--- src/rtl/uart_gate_pkg.sv ---
package uart_gate_pkg;

  localparam int unsigned ADDR_W = 3;

  localparam logic [ADDR_W-1:0] A_DLL  = 3'd0;
  localparam logic [ADDR_W-1:0] A_DLM  = 3'd1;
  localparam logic [ADDR_W-1:0] A_CTRL = 3'd2;
  localparam logic [ADDR_W-1:0] A_LCR  = 3'd3;
  localparam logic [ADDR_W-1:0] A_CHR0 = 3'd4;

  localparam int unsigned N_CHR       = 4;
  localparam int unsigned N_REGS      = 1 << ADDR_W;
  localparam int unsigned BIT_ENH     = 4;
  localparam int unsigned BIT_DEPTH   = 5;
  localparam int unsigned BIT_FIFO_EN = 0;
  localparam int unsigned BIT_GATE    = 7;

  typedef struct packed {
    logic             lcr;
    logic             fcr;
    logic             nrm;
    logic             efr;
    logic             dll;
    logic             dlm;
    logic [N_CHR-1:0] chr;
  } wr_dec_t;

endpackage

--- src/rtl/uart_gate_decode.sv ---
module uart_gate_decode
  import uart_gate_pkg::*;
(
  input  logic              alt_i,
  input  logic              wr_i,
  input  logic [ADDR_W-1:0] addr_i,
  output wr_dec_t           dec_o
);

  logic is_lcr;
  logic is_chr;
  logic [ADDR_W-1:0] chr_idx;

  assign is_lcr  = (addr_i == A_LCR);
  assign is_chr  = (addr_i >= A_CHR0);
  assign chr_idx = addr_i - A_CHR0;

  always_comb begin
    dec_o     = '0;
    dec_o.lcr = wr_i && is_lcr;
    if (wr_i && !is_lcr) begin
      if (alt_i) begin
        dec_o.dll = (addr_i == A_DLL);
        dec_o.dlm = (addr_i == A_DLM);
        dec_o.efr = (addr_i == A_CTRL);
        for (int i = 0; i < N_CHR; i++) begin
          dec_o.chr[i] = is_chr && (chr_idx == ADDR_W'(i));
        end
      end else begin
        dec_o.fcr = (addr_i == A_CTRL);
        dec_o.nrm = (addr_i != A_CTRL);
      end
    end
  end

endmodule

--- src/rtl/uart_gate_lcr.sv ---
module uart_gate_lcr #(
  parameter int unsigned          DATA_W = 8,
  parameter logic [DATA_W-1:0]    MAGIC  = 8'hBF
) (
  input  logic              clk,
  input  logic              rst,
  input  logic              we_i,
  input  logic [DATA_W-1:0] wdata_i,
  output logic [DATA_W-1:0] lcr_o,
  output logic              alt_o
);

  localparam int unsigned TOP = DATA_W - 1;

  always_ff @(posedge clk) begin
    if (rst) begin
      lcr_o <= '0;
      alt_o <= 1'b0;
    end else if (we_i) begin
      if (wdata_i == MAGIC) begin
        lcr_o[TOP] <= 1'b1;
        alt_o      <= 1'b1;
      end else begin
        lcr_o <= wdata_i;
        alt_o <= 1'b0;
      end
    end
  end

endmodule

--- src/rtl/uart_gate_ext.sv ---
module uart_gate_ext
  import uart_gate_pkg::*;
#(
  parameter int unsigned DATA_W = 8
) (
  input  logic              clk,
  input  logic              rst,
  input  wr_dec_t           dec_i,
  input  logic [DATA_W-1:0] wdata_i,
  output logic [DATA_W-1:0] efr_o,
  output logic [DATA_W-1:0] dll_o,
  output logic [DATA_W-1:0] dlm_o,
  output logic [DATA_W-1:0] chr_o [N_CHR]
);

  always_ff @(posedge clk) begin
    if (rst) begin
      efr_o <= '0;
      dll_o <= '0;
      dlm_o <= '0;
    end else begin
      if (dec_i.efr) efr_o <= wdata_i;
      if (dec_i.dll) dll_o <= wdata_i;
      if (dec_i.dlm) dlm_o <= wdata_i;
    end
  end

  for (genvar g = 0; g < N_CHR; g++) begin : g_chr
    always_ff @(posedge clk) begin
      if (rst) begin
        chr_o[g] <= '0;
      end else if (dec_i.chr[g]) begin
        chr_o[g] <= wdata_i;
      end
    end
  end

endmodule

--- src/rtl/uart_gate_fifo.sv ---
module uart_gate_fifo
  import uart_gate_pkg::*;
#(
  parameter int unsigned DATA_W      = 8,
  parameter int unsigned DEPTH_SMALL = 16,
  parameter int unsigned DEPTH_LARGE = 128,
  parameter int unsigned DEPTH_W     = $clog2(DEPTH_LARGE + 1)
) (
  input  logic               clk,
  input  logic               rst,
  input  logic               we_i,
  input  logic [DATA_W-1:0]  wdata_i,
  input  logic               enh_i,
  input  logic               gate_i,
  input  logic               strap_i,
  output logic [DATA_W-1:0]  fcr_o,
  output logic [DEPTH_W-1:0] depth_o,
  output logic               large_o,
  output logic               trig_one_o
);

  logic              locked;
  logic [DATA_W-1:0] fcr_next;
  logic              large_next;

  assign locked = !enh_i && !strap_i && !gate_i;

  always_comb begin
    fcr_next = wdata_i;
    if (locked) fcr_next[BIT_DEPTH] = fcr_o[BIT_DEPTH];
  end

  assign large_next = enh_i ? fcr_o[BIT_FIFO_EN] : fcr_o[BIT_DEPTH];

  always_ff @(posedge clk) begin
    if (rst) begin
      fcr_o      <= '0;
      depth_o    <= DEPTH_W'(DEPTH_SMALL);
      large_o    <= 1'b0;
      trig_one_o <= 1'b1;
    end else begin
      if (we_i) fcr_o <= fcr_next;
      large_o    <= large_next;
      depth_o    <= large_next ? DEPTH_W'(DEPTH_LARGE) : DEPTH_W'(DEPTH_SMALL);
      trig_one_o <= !enh_i;
    end
  end

endmodule

--- src/rtl/uart_regbank_gate.sv ---
module uart_regbank_gate
  import uart_gate_pkg::*;
#(
  parameter int unsigned       DATA_W      = 8,
  parameter logic [DATA_W-1:0] MAGIC       = 8'hBF,
  parameter int unsigned       DEPTH_SMALL = 16,
  parameter int unsigned       DEPTH_LARGE = 128,
  parameter int unsigned       DEPTH_W     = $clog2(DEPTH_LARGE + 1)
) (
  input  logic               clk,
  input  logic               rst,
  input  logic               fifo_sel_i,
  input  logic [2:0]         addr_i,
  input  logic [DATA_W-1:0]  wdata_i,
  input  logic               wr_i,
  input  logic               rd_i,
  output logic [DATA_W-1:0]  rdata_o,
  output logic [DATA_W-1:0]  lcr_o,
  output logic               alt_bank_o,
  output logic [DATA_W-1:0]  fcr_o,
  output logic [DATA_W-1:0]  efr_o,
  output logic [DATA_W-1:0]  dll_o,
  output logic [DATA_W-1:0]  dlm_o,
  output logic [DATA_W-1:0]  xon1_o,
  output logic [DATA_W-1:0]  xon2_o,
  output logic [DATA_W-1:0]  xoff1_o,
  output logic [DATA_W-1:0]  xoff2_o,
  output logic [DEPTH_W-1:0] fifo_depth_o,
  output logic               fifo_large_o,
  output logic               tx_trig_one_o
);

  wr_dec_t           dec;
  logic [DATA_W-1:0] chr [N_CHR];
  logic [DATA_W-1:0] mem [N_REGS];
  logic [DATA_W-1:0] mem_q;
  logic [DATA_W-1:0] val_d;
  logic [DATA_W-1:0] val_q;
  logic              src_mem_d;
  logic              src_mem_q;

  uart_gate_decode u_dec (
    .alt_i  (alt_bank_o),
    .wr_i   (wr_i),
    .addr_i (addr_i),
    .dec_o  (dec)
  );

  uart_gate_lcr #(.DATA_W(DATA_W), .MAGIC(MAGIC)) u_lcr (
    .clk     (clk),
    .rst     (rst),
    .we_i    (dec.lcr),
    .wdata_i (wdata_i),
    .lcr_o   (lcr_o),
    .alt_o   (alt_bank_o)
  );

  uart_gate_ext #(.DATA_W(DATA_W)) u_ext (
    .clk     (clk),
    .rst     (rst),
    .dec_i   (dec),
    .wdata_i (wdata_i),
    .efr_o   (efr_o),
    .dll_o   (dll_o),
    .dlm_o   (dlm_o),
    .chr_o   (chr)
  );

  assign xon1_o  = chr[0];
  assign xon2_o  = chr[1];
  assign xoff1_o = chr[2];
  assign xoff2_o = chr[3];

  uart_gate_fifo #(
    .DATA_W      (DATA_W),
    .DEPTH_SMALL (DEPTH_SMALL),
    .DEPTH_LARGE (DEPTH_LARGE),
    .DEPTH_W     (DEPTH_W)
  ) u_fifo (
    .clk        (clk),
    .rst        (rst),
    .we_i       (dec.fcr),
    .wdata_i    (wdata_i),
    .enh_i      (efr_o[BIT_ENH]),
    .gate_i     (lcr_o[BIT_GATE]),
    .strap_i    (fifo_sel_i),
    .fcr_o      (fcr_o),
    .depth_o    (fifo_depth_o),
    .large_o    (fifo_large_o),
    .trig_one_o (tx_trig_one_o)
  );

  // General registers: read-first RAM with a synchronous read port
  always_ff @(posedge clk) begin
    if (dec.nrm) mem[addr_i] <= wdata_i;
    if (rd_i) mem_q <= mem[addr_i];
  end

  always_comb begin
    val_d     = '0;
    src_mem_d = 1'b0;
    if (addr_i == A_LCR) begin
      val_d = lcr_o;
    end else if (alt_bank_o) begin
      if (addr_i == A_DLL)       val_d = dll_o;
      else if (addr_i == A_DLM)  val_d = dlm_o;
      else if (addr_i == A_CTRL) val_d = efr_o;
      else                       val_d = chr[addr_i - A_CHR0];
    end else if (addr_i == A_CTRL) begin
      val_d = fcr_o;
    end else begin
      src_mem_d = 1'b1;
    end
  end

  always_ff @(posedge clk) begin
    if (rst) begin
      val_q     <= '0;
      src_mem_q <= 1'b0;
    end else if (rd_i) begin
      val_q     <= val_d;
      src_mem_q <= src_mem_d;
    end
  end

  assign rdata_o = src_mem_q ? mem_q : val_q;

endmodule

--- config.mk ---
export PLATFORM = sky130hd
export DESIGN_NAME = uart_regbank_gate
export DESIGN_NICKNAME = d
export VERILOG_FILES = /design/src/rtl/uart_gate_pkg.sv /design/src/rtl/uart_gate_decode.sv /design/src/rtl/uart_gate_lcr.sv /design/src/rtl/uart_gate_ext.sv /design/src/rtl/uart_gate_fifo.sv /design/src/rtl/uart_regbank_gate.sv
export SDC_FILE = /design/constraint.sdc
export NUM_CORES = 1
export LEC_CHECK = 0
export ABC_CLOCK_PERIOD_IN_PS = 2900
export BUFFER_PORTS_ARGS = -buffer_cell sky130_fd_sc_hd__clkbuf_2
export CORE_UTILIZATION = 35
export DETAILED_ROUTE_END_ITERATION = 8
export GPL_ROUTABILITY_DRIVEN = 0
export GPL_TIMING_DRIVEN = 1
export PLACE_DENSITY = 0.55
export SYNTH_ARGS = -nofsm -noshare
export SYNTH_HDL_FRONTEND = slang
export SYNTH_SLANG_ARGS = --single-unit
--- constraint.sdc ---
create_clock -name clk -period 2.9 [get_ports clk]
set_input_delay 0.435 -clock clk [delete_from_list [all_inputs] [get_ports clk]]
set_output_delay 0.435 -clock clk [all_outputs]
set_load 0.01 [all_outputs]
After elaboration in Yosys (flattened, before gate mapping). Memories as Yosys holds them, arrays and structs flattened. A register that Yosys moved wholly into a read port is not among the register bits. Cells that the tools add are included.

Multiplexer cells: 22. Bitwise gates (word level): 3. Add/sub/neg operators: 1. Order comparisons: 2. Reductions and logical operators: 16. Equality and inequality tests: 8.

Operators by type and width (number): two-way mux 8 bit (10); binary-select mux 8 bit (select 2 bit) (1); equality test 3 x 2 -> 1 bit (second input constant) (4); two-way mux 9 bit (1); equality test 8 bit (second input constant) (1); logical AND 1 bit (8); two-way mux 1 bit (8); two-way mux 7 bit (1); equality test 3 x 1 -> 1 bit (second input constant) (2); zero test 3 bit (2); greater-or-equal comparator 4 x 3 -> 1 bit (second input constant) (1); zero test 1 bit (4); NOT 3 -> 4 bit (1); AND reduction 2 bit (2); greater-or-equal comparator 3 bit (second input constant) (1); inequality test 3 x 2 -> 1 bit (second input constant) (1); subtractor 3 bit (second input constant) (1); two-way mux 2 bit (1); NOT 1 bit (2).

Output and inout bits: 91. Register bits: 92. RAM bits: 64. Memories kept: 1.

Memory list: mem (words 8, width 8, rd ports 1, clocked after memory_dff 1, write ports 1, line uart_regbank_gate.sv:35) `logic [DATA_W-1:0] mem [N_REGS];`.

Depth between registers and ports, before layout. Gate-level depths: netlist of run 1.

Depth after elaboration: 10. Gate-level depth with buffers: 7.

By module. A second synthesis of run 1 with hierarchy kept.

Cell total of the unflattened synthesis: 562. Area, all modules: 7098.1 sq um.

Modules (own cells, without submodules): uart_regbank_gate (area an instance 3957.5 sq um, times used 1, sequential area each 2342.2 sq um, cells an instance 276); uart_gate_ext (area an instance 2167.1 sq um, times used 1, sequential area each 1121.1 sq um, cells an instance 181); uart_gate_fifo (area an instance 446.7 sq um, times used 1, sequential area each 220.2 sq um, cells an instance 43); uart_gate_lcr (area an instance 429.2 sq um, times used 1, sequential area each 180.2 sq um, cells an instance 45); uart_gate_decode (area an instance 97.6 sq um, times used 1, sequential area each 0.0 sq um, cells an instance 17).

Least setup slack after synthesis of run 1. Ideal clock, no wire load.

Path kind: input to register. Start: input addr_i[1]. End: memory mem[1][0] (enable). Path slack: 667 ps. Arrival: 1838 ps. Stages: 4. Path through: buf_2 > buf_2 > clkbuf_1 > nor4_1.

Word-level cells in the longest chain between the ends: 6. Elaborated cells on any way between the ends: 8. Those cells by class: 2 x eq/ne; 4 x mux; 2 x reduce/logical.

Ends and longest elaborated chain: start, declared (line uart_regbank_gate.sv:13) `input logic [2:0] addr_i,`; equality test 3 x 2 -> 1 bit (line uart_gate_decode.sv:14) `assign is_lcr = (addr_i == A_LCR);`; zero test 1 bit (line uart_gate_decode.sv:21) `if (wr_i && !is_lcr) begin`; logical AND 1 bit (line uart_gate_decode.sv:21); two-way mux 9 bit (line uart_gate_decode.sv:21); two-way mux 1 bit (line uart_regbank_gate.sv:95) `if (dec.nrm) mem[addr_i] <= wdata_i;`; two-way mux 1 bit (not written as such) (line uart_regbank_gate.sv:95); end, declared (line uart_regbank_gate.sv:35).

Parallel ways exist; a longest one is shown, timed or not.

Final worst setup path of run 1.
Start: register src_mem_q. End: output rdata_o[7].

Word-level cells in the longest chain between the ends: 1.

Ends and longest elaborated chain: start, declared (line uart_regbank_gate.sv:40) `logic src_mem_q;`; start signal, assigned (line uart_regbank_gate.sv:122) `src_mem_q <= src_mem_d;`; two-way mux 8 bit (line uart_regbank_gate.sv:126) `assign rdata_o = src_mem_q ? mem_q : val_q;`; end, declared (line uart_regbank_gate.sv:17) `output logic [DATA_W-1:0] rdata_o,`.

Every way passes these cells.

==> out/qor.csv, run 1 <==
stage;metric;value;unit
die;core;18800;um2
timing;fin_crit;2.08;ns
clocking;clk_path_buf_depth;2;
clocking;cts_buffers;17;
worst_setup_path;slowest_stage;dfxtp_1;
logic_synthesis;async_reset_ff_frac;0;
final_layout;stdcell_area;8080;um2
timing;rsz0062_at_grt;false;
power;p_seq_frac;0.485;
final_layout;top_register;mem;
timing;slew_viol_final;0;
final_layout;fin_util;0.429;
worst_setup_path;crit_arrival;1.64;ns
worst_setup_path;cp.depth;2;
detailed_routing;num_vias;5038;
final_layout;largest_reg_flops;64;
logic_synthesis;ys_seq_elements;157;
logic_synthesis;ys_seq_area_frac;0.572;
final_layout;finalNonFillerCells;960;
timing;fin_setup_tns;0;ns
power;switching_power;1.11;mW
min_path;holdPathStages;5;
power;p_leak;3.16;nW
die;fp.dieH;141;um
grt;grt_pass1_wl;29600;um
power;irDropWorstVdd;0.000364;V
worst_setup_path;cp-start-kind;flop;
clocking;ctsHoldBuffers;0;
worst_setup_path;cp_slowest_stage_delay;0.65;ns
place;dpl.cell_count;928;
worst_setup_path;crit_path_max_fanout;9;
clocking;cts_setup_buffers;0;
place;io_buffers;100;
min_path;min_path_type;in2reg;
grt;grt-ovfl-total;0;
logic_synthesis;synth_edf_count;72;
place;placed_cell_area;7500;um2
power;p_comb_frac;0.069;
run;max_cap_violations;0;
worst_setup_path;crit_type;reg2out;
timing;setup_viol;0;
detailed_routing;viasPerCell;5.25;
logic_synthesis;syn_area_per_cell;11.6;um2
power;p_per_area;612;nW/um2
final_layout;regArea;3860;um2
detailed_routing;drt_iter0_markers;531;
clocking;tritoncts;built;
clocking;htree_num_levels;4;
clocking;ctsResizeCount;0;
logic_synthesis;yosysWarnings;0;
logic_synthesis;netlist.area_leader.share;0.320;
final_layout;multi_input_area;2630;um2
final_layout;diodes;0;
power;switching_share;0.224;
worst_setup_path;crit_chain;mux2_2 > clkbuf_2;
final_layout;reg_top3;mem x64, u_ext.chr_o x32;
power;power_frac_clock;0.446;
clocking;cts_sinks;157;
worst_setup_path;r2r_cells;4;
min_path;hold_start;fifo_sel_i;
clocking;worstSkewPairLatency;0.43;ns
detailed_routing;wl;19500;um
grt;grt_use_total;0.205;
timing;period_share;0.716;
place;dp_hpwl;13300;um
timing;fin_skew;0.00750;ns
outcome;outcome;finished, final reports clean;
logic_synthesis;synth_ff_type;dfxtp_1;
timing;tightest_slew;0.816;ns
worst_setup_path;cp-end-kind;output pin;
timing;hold_viol_final;0;
detailed_routing;dr.pass1.iters;5;
grt;antenna_found_initial;0;
die;pin_count;107;
worst_setup_path;crit_buf_inv;1;
worst_setup_path;crit_family;flip-flops;
worst_setup_path;critPathLaunch;src_mem_q$_SDFFE_PP0P_;
detailed_routing;ant_nets;0;
die;die_area;19900;um2
clocking;clockRootBuffer;clkbuf_16;
final_layout;fill_cells;1807;
worst_setup_path;required;2.47;ns
logic_synthesis;yosysTopAreaCell;edfxtp_1;
logic_synthesis;synth_cell_types;46;
clocking;clk_pin_slew_worst_paths;0.06;ns
die;fp.dieW;141;um
worst_setup_path;r2r_start;u_lcr.alt_o$_SDFFE_PP0P_;
die;fp-row-count;50;
detailed_routing;wl_per_cell;20.3;um
power;intPower;3.84;mW
timing;fmax;0.482;GHz
final_layout;layout-area-overhead-vs-synth;19.6;%
logic_synthesis;yosys-top-cells-count;dfxtp_1 (85), edfxtp_1 (72), nor2_1 (48);
die;initial_core_util;0.359;
detailed_routing;drc;0;
grt;grt_pass1_vias;4849;
final_layout;nets;703;
timing;relSlewSlack;0.456;
logic_synthesis;yosysMostFrequentCell;dfxtp_1;
logic_synthesis;netlist_area;6760;um2
logic_synthesis;syn-instance-count;584;
grt;grt_max_degree;77;
final_layout;drive_gt1_frac;0.284;
logic_synthesis;ys_top_cells_by_area;edfxtp_1 (32%), dfxtp_1 (25%), mux4_2 (5.3%), mux2i_1 (4.9%), o21ai_0 (3.4%);
## power groups by stage
stage	logic (mW)	registers [mW]	clock network, mW
after floorplan	0.229	2.43	0
after global placement	0.334	2.44	0
after detailed placement	0.338	2.45	0
after CTS	0.340	2.40	2.24
after global routing	0.367	2.40	2.34
final	0.340	2.40	2.21
## cell type report
class	instances	share of cell area
Tap cell	260	0.0403
Clock inverter	13	0.0183
Inverter	3	0.00139
Multi-Input combinational cell	386	0.326
Timing Repair Buffer	122	0.0824
Clock buffer	19	0.0536
Sequential cell	157	0.478
## stage by stage
stage	total power [mW]	hold WS, ns	setup WS [ns]
finish	4.94	0.471	0.824
global route	5.10	0.504	0.752
CTS	4.98	0.456	0.796
detailed placement	2.78	0.488	0.670
global placement	2.78	0.467	0.685
floorplan	2.66	0.425	0.667
## path summary, 6_finish.rpt
check                            endpoint  slack [ns]
min reg2reg   u_ext.chr_o[7]$_SDFFE_PP0P_        0.50
max reg2reg   u_ext.dlm_o[1]$_SDFFE_PP0P_        1.01
min          u_fifo.fcr_o[5]$_SDFFE_PP0P_        0.47
max                            rdata_o[7]        0.82
## kinds of logic (layout without fill, tap and decap cells)
kind of cell,count (synthesis),in the layout,synth area share
other,1,22,0.000555
flip-flops,157,157,0.572
buffers and inverters,62,157,0.0498
multiplexers,65,65,0.129
AND/OR/NAND/NOR,161,161,0.122
AO/OA/AOI/OAI,138,138,0.127
## cells in the final DEF, fill, tap and decap left out, drive strengths merged, types with 5 or more instances in the layout
cell type	count
mux2	16
edfxtp	72
nor3	7
clkbuf	119
clkinv	7
conb	22
o21ai	53
buf	22
and3b	5
nor2	51
o221a	8
nand2b	24
nand2	47
nor2b	11
a32o	8
dfxtp	85
mux4	16
mux2i	33
a21oi	44
nand4	5
## routing by layer
layer  GRT usage  part of all wire  vias to the layer above
li1            -                 -                     2321
met4      0.0910             0.024                        0
met1       0.271              0.44                     2492
met5           0                 0                        -
met3      0.0397             0.055                       32
met2       0.327              0.48                      193
## worst min-delay path: cells and delay by family
| family | cells | cell delay, ns |
|---|---|---|
| AND/OR/NAND/NOR | 3 | 0.24 |
| multiplexers | 1 | 0.09 |
| buffers and inverters | 1 | 0.08 |
Note: power is estimated with default switching activity, not from simulation.
==> run 2: changes to the inputs <==
ABC_CLOCK_PERIOD_IN_PS = 1700   (was 2900)
PLACE_DENSITY = 0.57   (was 0.55)
clock period = 1.7 ns   (was 2.9 ns; I/O delays follow)
==> out/qor.csv, run 2 (same netlist as run 1, synthesis figures left out) <==
stage;metric;value;unit;change
power;p_leak;3.30;nW;+4.2%
timing;rsz0062_at_grt;false;;
final_layout;final_cell_mix;clkbuf_2 (100), dfxtp_1 (84), edfxtp_1 (72);;
die;fp.dieW;141;um;unchanged
final_layout;layout-area-overhead-vs-synth;23.2;%;
place;dp_hpwl;13900;um;+4.5%
final_layout;nets;726;;+3.3%
place;io_buffers;100;;unchanged
worst_setup_path;crit_arrival;1.39;ns;-0.25 ns
die;pin_count;107;;unchanged
clocking;cts_sinks;157;;unchanged
clocking;cts_buffers;17;;unchanged
worst_setup_path;crit_type;reg2out;;
outcome;outcome;finished, final reports clean;;
detailed_routing;num_vias;5133;;+1.9%
power;p_per_area;1000;nW/um2;+64%
place;dpl.cell_count;951;;+2.5%
grt;antenna_found_initial;0;;unchanged
power;irDropWorstVdd;0.000625;V;+72%
timing;hold_viol_final;0;;unchanged
die;fp-row-count;50;;unchanged
clocking;worstSkewPairLatency;0.43;ns;about the same
final_layout;regArea;3860;um2;about the same
grt;grt_max_degree;75;;-2.6%
timing;relSlewSlack;0.637;;+0.181
clocking;clockRootBuffer;clkbuf_16;;
detailed_routing;wl_per_cell;20.1;um;-0.90%
final_layout;largest_reg_flops;64;;unchanged
final_layout;top_register;mem;;
timing;tightest_slew;0.542;ns;-0.274 ns
detailed_routing;drc;0;;unchanged
final_layout;diodes;0;;unchanged
timing;fin_setup_tns;0;ns;unchanged
die;initial_core_util;0.359;;unchanged
detailed_routing;viasPerCell;5.22;;-0.50%
timing;period_share;0.970;;
worst_setup_path;cp-start-kind;flop;;
timing;fin_skew;0.00815;ns;+0.000654 ns
timing;fmax;0.607;GHz;
min_path;min_path_type;in2reg;;
grt;grt_use_total;0.209;;+0.00412
die;die_area;19900;um2;unchanged
detailed_routing;dr.pass1.iters;5;;unchanged
final_layout;multi_input_area;2650;um2;+0.43%
final_layout;final_common_cell;clkbuf_2;;
run;max_cap_violations;0;;unchanged
die;core;18800;um2;unchanged
clocking;htree_num_levels;4;;unchanged
final_layout;drive_gt1_frac;0.317;;+0.0325
detailed_routing;drt_iter0_markers;478;;-10%
clocking;clk_pin_slew_worst_paths;0.06;ns;about the same
final_layout;fill_cells;1759;;-2.7%
grt;grt_pass1_vias;4957;;+2.2%
worst_setup_path;crit_path_max_fanout;5;;-4
detailed_routing;ant_nets;0;;unchanged
worst_setup_path;cp-end-kind;output pin;;
grt;grt_pass1_wl;30200;um;+1.9%
die;fp.dieH;141;um;unchanged
timing;slew_viol_final;0;;unchanged
clocking;clk_path_buf_depth;2;;unchanged
timing;fin_crit;1.65;ns;
final_layout;reg_top3;mem x64, u_ext.chr_o x32;;
detailed_routing;wl;19800;um;+1.5%
worst_setup_path;required;1.44;ns;-1.03 ns
grt;grt-ovfl-total;0;;unchanged
final_layout;finalNonFillerCells;983;;+2.4%
clocking;tritoncts;built;;
timing;holdWs;0.160;ns;-0.311 ns
timing;setup_viol;0;;unchanged
[run 2: per-layer routing]
layer	routed length, um	share of wire	GRT usage	vias to the layer above
li1	-	-	-	2374
met1	8650	0.44	0.271	2509
met2	9300	0.47	0.332	204
met3	1270	0.064	0.0503	46
met4	573	0.029	0.0927	0
met5	0	0	0	-
[run 2: worst paths after layout]
path                               start                      endpoint  slack (ns)  cells past startpoint
max               src_mem_q$_SDFFE_PP0P_                    rdata_o[7]        0.05                      3
max reg2reg     u_lcr.alt_o$_SDFFE_PP0P_  u_ext.chr_o[10]$_SDFFE_PP0P_        0.13                      5
min                                  rst        src_mem_q$_SDFFE_PP0P_        0.16                      2
min reg2reg  u_ext.efr_o[4]$_SDFFE_PP0P_  u_fifo.trig_one_o$_SDFF_PP1_        0.47                      1
[run 2: report_power, final]
part | switching (mW) | total (mW) | internal, mW
Sequential | 0.0329 | 4.08 | 4.04
Combinational | 0.387 | 0.644 | 0.257
Clock | 1.55 | 3.61 | 2.06
Total | 1.97 | 8.33 | 6.36
[run 2: repair_timing]
action | in CTS | in global routing
resized for setup | 0 | 2
buffers inserted | 0 | 0
endpoints found under the setup margin | 0 | 5
hold buffers | 0 | 0
[run 2: worst max-delay path, cell delays in order (launching register included)]
cell and delay, ns:
dfxtp_2 0.33, buf_6 0.12, mux2_2 0.37, clkbuf_2 0.14
[run 2: stage by stage]
step	power [mW]	setup WS, ns	util	cell area [um2]
2_1_floorplan	4.54	-0.0914	-	6850
3_3_place_gp	4.79	0.0221	0.412	7760
3_5_place_dp	4.80	0.00249	0.412	7760
4_1_cts	8.38	0.00979	0.442	8320
5_1_grt	8.59	0.00654	0.442	8320
6_report	8.33	0.0515	0.442	8320
[run 2: cell type report]
cell class                 count  share of cell area
timing repair buffer         145               0.110
tap                          260              0.0391
clock buffer                  20              0.0537
sequential                   157               0.464
clock inverter                12              0.0134
multi-input combinational    386               0.318
inverter                       3             0.00135
==> run 3: changes to the inputs <==
REMOVE_ABC_BUFFERS = 1   (was not set)
==> out/qor.csv, run 3 (same netlist as run 1, synthesis figures left out) <==
stage;metric;value;unit;change
worst_setup_path;crit_type;reg2out;;
timing;fin_crit;1.62;ns;-0.0270 ns
clocking;tritoncts;built;;
clocking;clk_pin_slew_worst_paths;0.06;ns;about the same
place;placed_cell_area;7770;um2;+0.11%
timing;fin_skew;0.00920;ns;+0.00105 ns
min_path;hold-path-endpoint;src_mem_q$_SDFFE_PP0P_;;
final_layout;diodes;0;;unchanged
min_path;holdPathStages;2;;unchanged
place;dp_slack;-0.0583;ns;-0.0608 ns
timing;slew_viol_final;0;;unchanged
power;irDropWorstVdd;0.000773;V;+24%
die;pin_count;107;;unchanged
outcome;outcome;finished, final reports clean;;
worst_setup_path;reg2reg_to;u_fifo.fcr_o[6]$_SDFFE_PP0P_;;
worst_setup_path;required;1.44;ns;about the same
place;dpl.cell_count;957;;+0.63%
detailed_routing;num_vias;5232;;+1.9%
clocking;cts_sinks;157;;unchanged
final_layout;final_common_cell;clkbuf_2;;
detailed_routing;drt_iter0_markers;413;;-14%
worst_setup_path;crit_chain;mux2_2 > clkbuf_2;;
grt;grt-ovfl-total;0;;unchanged
worst_setup_path;r2r_slack;0.24;ns;+0.11 ns
timing;setup_viol;0;;unchanged
timing;relSlewSlack;0.645;;+0.00757
clocking;htree_num_levels;4;;unchanged
die;fp-row-count;50;;unchanged
timing;holdWs;0.121;ns;-0.0391 ns
worst_setup_path;cp.depth;2;;-1
detailed_routing;dr.pass1.iters;5;;unchanged
grt;antenna_found_initial;2;;+2
timing;rsz0062_at_grt;false;;
detailed_routing;ant_nets;0;;unchanged
worst_setup_path;cp-end-kind;output pin;;
worst_setup_path;r2r_start;u_lcr.alt_o$_SDFFE_PP0P_;;
clocking;ctsHoldBuffers;0;;unchanged
final_layout;fin_util;0.443;;+0.000797
worst_setup_path;cp-start-kind;flop;;
grt;grt_max_degree;76;;+1.3%
worst_setup_path;crit_family;flip-flops;;
die;die_area;19900;um2;unchanged
worst_setup_path;crit_buf_inv;1;;-1
detailed_routing;wl_per_cell;20.6;um;+2.4%
timing;fmax;0.617;GHz;+1.7%
die;fp.dieH;141;um;unchanged
final_layout;fill_cells;1778;;+1.1%
final_layout;reg_top3;mem x64, u_ext.chr_o x32;;
timing;tightest_slew;0.533;ns;-0.00935 ns
grt;grt_use_total;0.212;;+0.00347
power;p_leak;3.31;nW;+0.54%
final_layout;finalNonFillerCells;989;;+0.61%
worst_setup_path;cp_slowest_stage_delay;0.42;ns;+0.05 ns
final_layout;largest_reg_flops;64;;unchanged
worst_setup_path;crit_path_max_fanout;9;;+4
worst_setup_path;slowest_stage;dfxtp_4;;
grt;grt_pass1_vias;5080;;+2.5%
detailed_routing;viasPerCell;5.29;;+1.3%
run;max_cap_violations;0;;unchanged
die;initial_core_util;0.359;;unchanged
final_layout;final_cell_mix;clkbuf_2 (100), dfxtp_1 (83), edfxtp_1 (72);;
grt;grt_pass1_wl;30500;um;+1.1%
timing;fin_setup_tns;0;ns;unchanged
worst_setup_path;r2r_cells;4;;-1
detailed_routing;wl;20400;um;+3.0%
clocking;clockRootBuffer;clkbuf_16;;
clocking;cts_buffers;17;;unchanged
worst_setup_path;crit_arrival;1.37;ns;-0.02 ns
clocking;worstSkewPairLatency;0.43;ns;about the same
final_layout;top_register;mem;;
timing;hold_viol_final;0;;unchanged
min_path;hold_start;rst;;
final_layout;drive_gt1_frac;0.322;;+0.00562
place;dp_hpwl;14700;um;+5.4%
final_layout;stdcell_area;8340;um2;+0.18%
place;io_buffers;100;;unchanged
min_path;min_path_type;in2reg;;
die;core;18800;um2;unchanged
timing;worst_slack;0.0785;ns;+0.0270 ns
detailed_routing;drc;0;;unchanged
clocking;clk_path_buf_depth;2;;unchanged
die;fp.dieW;141;um;unchanged
final_layout;nets;732;;+0.83%
power;p_per_area;1000;nW/um2;+0.22%
timing;period_share;0.954;;-0.0159
power;p_total;8.37;mW;+0.40%
final_layout;layout-area-overhead-vs-synth;23.4;%;
[run 3: cell types whose count changed in the layout (fill, tap and decap cells not counted), sizes merged]
| cell | delta |
|---|---|
| inv | +3 |
| clkinv | -1 |
| buf | +6 |
| clkbuf | -2 |
[run 3: cell type report]
type | count | area [um2] | share of cell area
Inverter | 3 | 11.3 | 0.00135
Sequential cell | 157 | 3870 | 0.464
Multi-Input combinational cell | 386 | 2630 | 0.316
Clock buffer | 18 | 429 | 0.0515
Tap cell | 260 | 325 | 0.0390
Clock inverter | 14 | 135 | 0.0162
Timing Repair Buffer | 151 | 933 | 0.112
[run 3: worst max path at each step]
stage | start | to | slack [ns]
4_1_cts | src_mem_q$_SDFFE_PP0P_ | rdata_o[5] | 0.06
2_1_floorplan | u_lcr.alt_o$_SDFFE_PP0P_ | mem[1][0]$_DFFE_PP_ | -0.20
6_report | src_mem_q$_SDFFE_PP0P_ | rdata_o[5] | 0.08
3_3_place_gp | addr_i[2] | u_ext.dll_o[0]$_SDFFE_PP0P_ | -0.04
5_1_grt | src_mem_q$_SDFFE_PP0P_ | rdata_o[7] | 0.04
3_5_place_dp | addr_i[2] | u_ext.dll_o[0]$_SDFFE_PP0P_ | -0.06
[run 3: layer usage]
layer / part of all wire / vias up / GRT usage
li1: - / 2388 / -
met1: 0.44 / 2580 / 0.277
met2: 0.46 / 212 / 0.339
met3: 0.067 / 48 / 0.0438
met4: 0.031 / 4 / 0.100
met5: 0.0013 / - / 0
[run 3: timing repair]
item / CTS / global route
hold endpoints to repair: 0 / 0
buffers inserted: 0 / 0
endpoints found under the setup margin: 9 / 0
resized for setup: 3 / 0
[run 3: power breakdown]
part | switching, mW | internal [mW] | leakage (nW)
combinational | 0.375 | 0.253 | 1.69
sequential | 0.0457 | 4.04 | 1.36
clock | 1.61 | 2.04 | 0.270
